[config.mk]
export PLATFORM = sky130hd
export DESIGN_NAME = cmp_irq_timer
export DESIGN_NICKNAME = d
export VERILOG_FILES = /design/src/rtl/cmp_irq_timer.sv
export SDC_FILE = /design/constraint.sdc
export NUM_CORES = 2
export LEC_CHECK = 0
export BUFFER_PORTS_ARGS = -buffer_cell sky130_fd_sc_hd__buf_2
export CAP_MARGIN = 30
export CORE_ASPECT_RATIO = 0.6
export CORE_MARGIN = 4
export CORE_UTILIZATION = 40
export DETAILED_ROUTE_END_ITERATION = 12
export PLACE_DENSITY_LB_ADDON = 0.1
export SLEW_MARGIN = 20
export SYNTH_ARGS = -nofsm -noshare
export SYNTH_HDL_FRONTEND = slang
export SYNTH_SLANG_ARGS = --single-unit
[constraint.sdc]
create_clock -name clk -period 6.7 [get_ports clk]
set_input_delay 0 -clock clk [delete_from_list [all_inputs] [get_ports clk]]
set_output_delay 0 -clock clk [all_outputs]
set_load 0.02 [all_outputs]
[src/rtl/cmp_irq_timer.sv]
module cmp_irq_timer #(
  parameter int W    = 32,
  parameter int NCMP = 4,
  parameter int AW   = 8
) (
  input  logic            clk,
  input  logic            rst_n,
  input  logic            wr_en,
  input  logic [AW-1:0]   addr,
  input  logic [W-1:0]    wdata,
  output logic [W-1:0]    rd_data,
  output logic [NCMP-1:0] irq,
  output logic            irq_comb
);
  localparam int WA     = AW - 2;
  localparam int A_RUN  = 0;
  localparam int A_BIND = 1;
  localparam int A_IEN  = 2;
  localparam int A_FLAG = 3;
  localparam int A_PRE  = 4;
  localparam int A_PCNT = 6;
  localparam int A_FRC  = 8;
  localparam int A_CMP  = 16;

  logic [1:0]      run;
  logic [W-1:0]    bind_r, ien;
  logic [NCMP-1:0] flag;
  logic [W-1:0]    pre [2];
  logic [W-1:0]    pcnt[2];
  logic [W-1:0]    frc [2];
  logic [W-1:0]    cmp [NCMP];
  logic [W-1:0]    step[NCMP];
  logic [1:0]      tick;
  logic [NCMP-1:0] match;
  logic            comb_q, any_hi;
  logic [WA-1:0]   wsel;

  assign wsel = addr[AW-1:2];

  for (genvar c = 0; c < 2; c++) begin : g_tick
    assign tick[c] = run[c] && (pcnt[c] >= pre[c]);
  end

  for (genvar i = 0; i < NCMP; i++) begin : g_match
    logic s;
    assign s        = bind_r[4*i];
    assign match[i] = tick[s] && ((frc[s] + W'(1)) == cmp[i]);
  end

  assign irq      = flag & ien[NCMP-1:0];
  assign any_hi   = |irq[NCMP-1:1];
  assign irq_comb = any_hi && !comb_q;

  function automatic logic hit(input int w);
    return wr_en && (wsel == WA'(w));
  endfunction

  always_ff @(posedge clk) begin
    if (!rst_n) begin
      run    <= '0;
      bind_r <= '0;
      ien    <= '0;
      flag   <= '0;
      comb_q <= 1'b0;
      for (int c = 0; c < 2; c++) begin
        pre[c]  <= '0;
        pcnt[c] <= '0;
        frc[c]  <= '0;
      end
      for (int i = 0; i < NCMP; i++) begin
        cmp[i]  <= '0;
        step[i] <= '0;
      end
    end else begin
      comb_q <= any_hi;
      if (hit(A_RUN))  run    <= wdata[1:0];
      if (hit(A_BIND)) bind_r <= wdata;
      if (hit(A_IEN))  ien    <= wdata;
      for (int c = 0; c < 2; c++) begin
        if (hit(A_PRE + c)) pre[c] <= wdata;
        if (hit(A_PCNT + c))  pcnt[c] <= wdata;
        else if (tick[c])     pcnt[c] <= '0;
        else if (run[c])      pcnt[c] <= pcnt[c] + W'(1);
        if (hit(A_FRC + c))   frc[c] <= wdata;
        else if (tick[c])     frc[c] <= frc[c] + W'(1);
      end
      for (int i = 0; i < NCMP; i++) begin
        if (hit(A_CMP + 2*i))       cmp[i] <= wdata;
        else if (match[i])          cmp[i] <= cmp[i] + step[i];
        if (hit(A_CMP + 2*i + 1))   step[i] <= wdata;
        if (match[i])               flag[i] <= 1'b1;
        else if (hit(A_FLAG) && wdata[i]) flag[i] <= 1'b0;
      end
    end
  end

  always_comb begin
    rd_data = '0;
    if (wsel == WA'(A_RUN))  rd_data = W'(run);
    if (wsel == WA'(A_BIND)) rd_data = bind_r;
    if (wsel == WA'(A_IEN))  rd_data = ien;
    if (wsel == WA'(A_FLAG)) rd_data = W'(flag);
    for (int c = 0; c < 2; c++) begin
      if (wsel == WA'(A_PRE + c))  rd_data = pre[c];
      if (wsel == WA'(A_PCNT + c)) rd_data = pcnt[c];
      if (wsel == WA'(A_FRC + c))  rd_data = frc[c];
    end
    for (int i = 0; i < NCMP; i++) begin
      if (wsel == WA'(A_CMP + 2*i))     rd_data = cmp[i];
      if (wsel == WA'(A_CMP + 2*i + 1)) rd_data = step[i];
    end
  end
endmodule


==> results.tsv <==
metric	value	unit
fp.dieW	417	µm
cp-start-kind	flop	
wire_per_inst	30.8	µm
cts_tree	done	
post_dp_cell_area	42200	µm²
cp.arrival	6.20	ns
timing.rr.end	cmp[2][8]	
layout-drive-gt1-share	9.69	%
drt-initial-drc-count	6093	
max_freq	0.171	GHz
ff_latch_area	15000	µm²
powerDensity	196	nW/µm²
fin_area	44500	µm²
timing.rr.start	frc[0][12]	
tns	0	ns
cts_buffers	56	
reg2reg_depth	10	
tightest_slew	1.06	ns
dr.pass1.iters	7	
cpPeakStageDelay	0.69	ns
area_growth_syn_to_layout	10.6	%
critPathMaxFanout	25	
design.core.area	99000	µm²
grt_pass1_wl	254000	µm
cts_resized	0	
htreeDepth	2	
grt_pass1_vias	32800	
drv_cap	0	
holdPathEnd	comb_q	
synth_edf_count	448	
nFillCells	9669	
path_common_cell	nand4_1	
wirelength	181000	µm
final_nets	4756	
ys_warn_count	0	
hold_class	in -> reg	
fin_crit_sh	87.4	%
clkSlewWorstSetupHoldPaths	0.07	ns
required	7.04	ns
yosysTopAreaCell	edfxtp_1	
syn_inst	4501	
r2r_setup_slack	0.85	ns
pre_cts_ws	1.29	ns
via_per_inst	6.33	
ys_ff_latch	523	
antenna_found_initial	16	
start_util	40.6	%
cts_setup_buffers	0	
synth_area	40200	µm²
overflow	0	
synth_area_leaders	edfxtp_1 33%, ha_1 6.1%, xnor2_1 5.5%	
async_reset_ff_share	0	%
drc	0	
hold_start	rst_n	
holdWs	0.0389	ns
worstSetupPathType	reg -> reg	
synthFlopType	edfxtp_1	
dpl.hpwl	138000	µm
row_count	89	
outcome	completed	
yosysSeqAreaShare	37.2	%
syn-num-nets	4744	
die_area	106000	µm²
syn_area_per_cell	8.94	µm²
grt_max_degree	64	
root_buffer	clkbuf_16	
cts_sinks	523	
synth.top_cell.area_share	33.4	%
track_usage	33.3	%
vdd_ir_drop_max	0.184	mV
period_needed	5.85	ns
fin_skew	0.0380	ns
setup_slack	0.847	ns
cpMaxStageDelayCell	nand4_1	
worstHoldPathCells	4	
vias	37200	
synth_cell_types	104	
hold_viol	0	
finalWeightedCongestion	0.976	
slew_violations	0	
leakagePower	15.8	nW
multi_input_area	23700	µm²
clk_path_buf_depth	3	
ant_nets	0	
io_pins	80	
finalPower	0.00873	W
slew_headroom	29.3	%
crit_path_end_kind	flop	
setup_viol	0	
die_h	254	µm
clk_latency	0.68	ns
path_cells	nand4_1 > mux2i_1 > o211ai_1 > or4b_1 > a221oi_1 > nand3_1 > nor4_1 > nand4_1 > nand3_2 > buf_12	
io_buffer_count	77	
rsz0062_at_grt	no	
## what timing repair did
item                                    4_1_cts  5_1_grt
hold endpoints to repair                    379        0
endpoints found under the setup margin        0        0
hold buffers                                 32        0
## worst max path at each step
stage | start | end
2_1_floorplan | flop | cmp[1][0]
6_report | frc[0][12] | cmp[2][8]
5_1_grt | frc[0][0] | cmp[1][12]
4_1_cts | frc[0][12] | cmp[2][3]
3_3_place_gp | frc[0][12] | cmp[2][7]
3_5_place_dp | frc[0][11] | cmp[2][6]
## synthesized netlist by cell type, types with 27 or more instances
cell type	n
a211oi_1	67
a21o_1	34
a21oi_1	302
a222oi_1	30
a22oi_1	45
a31oi_1	28
and2_1	178
and3_1	46
buf_2	45
clkbuf_1	211
dfxtp_1	75
edfxtp_1	448
ha_1	196
inv_1	125
mux2i_1	198
nand2_1	548
nand2b_1	38
nand3_1	167
nand3b_1	27
nand4_1	65
nor2_1	334
nor2b_1	29
nor3_1	70
o21ai_0	268
o22ai_1	57
xnor2_1	253
xor2_1	154
## layout by cell type (no fill, tap or decap), types with 37 or more instances in the layout
master	count
a21oi_1	300
buf_2	80
edfxtp_1	448
nand2_1	546
nor2_1	320
ha_1	196
a211oi_1	67
inv_1	125
buf_4	129
mux2i_1	198
o22ai_1	57
nand3_1	166
dfxtp_1	71
xnor2_1	253
nand4_1	65
clkbuf_16	58
nor3_1	67
nand2b_1	37
o21ai_0	265
and3_1	46
a22oi_1	45
and2_1	178
xor2_1	154
## critical path: cells and delay by family, from the launching register on
kind	cells	cell delay [ns]
AND/OR/NAND/NOR	6	2.91
AO/OA/AOI/OAI	2	1.00
multiplexers	1	0.66
flip-flops	1	0.64
buffers and inverters	1	0.25
## flip-flops by register name (all words and copies together) (netlist names), named ones only
register,cells
cmp,128
pre,64
run,2
comb_q,1
pcnt,64
ien,32
frc,64
flag,4
step,128
bind_r,32
## logic make-up after synthesis
| kind of cell | after synthesis | share of synthesized area (%) |
|---|---|---|
| AO/OA/AOI/OAI | 1101 | 17.7 |
| XOR/XNOR | 408 | 8.90 |
| adder cells (fa/ha/maj) | 200 | 6.29 |
| buffers and inverters | 424 | 4.37 |
| flip-flops | 523 | 37.2 |
| multiplexers | 233 | 6.12 |
| AND/OR/NAND/NOR | 1612 | 19.5 |
## power breakdown
group	switching, W	total, W	internal [W]
sequential	0.000196	0.00386	0.00367
combinational	0.000983	0.00152	0.000534
clock	0.00153	0.00335	0.00182
## cell type report
class	instances	share of cell area, %
Tap cell	1319	3.71
Sequential cell	523	33.6
Clock inverter	35	0.720
Timing Repair Buffer	250	4.09
Multi-Input combinational cell	3554	53.3
Inverter	128	1.08
Clock buffer	71	3.46
Antenna cell	4	0.0225
## metrics by stage
stage / std cells / utilization (%)
global placement: 5728 / 42.6
CTS: 5871 / 44.9
finish: 5884 / 45.0
global route: 5881 / 44.9
floorplan: 4501 / -
detailed placement: 5733 / 42.7
## routing by layer
layer	share of wire, %	wire [µm]	global-route usage, %	vias to the layer above
met1	48	87000	54.6	18200
li1	-	-	-	16500
met2	36	65400	41.5	2303
met5	0.047	86	0	-
met3	13	23900	8.56	224
met4	2.7	4970	8.29	8
Note: power is estimated with default switching activity, not from simulation.
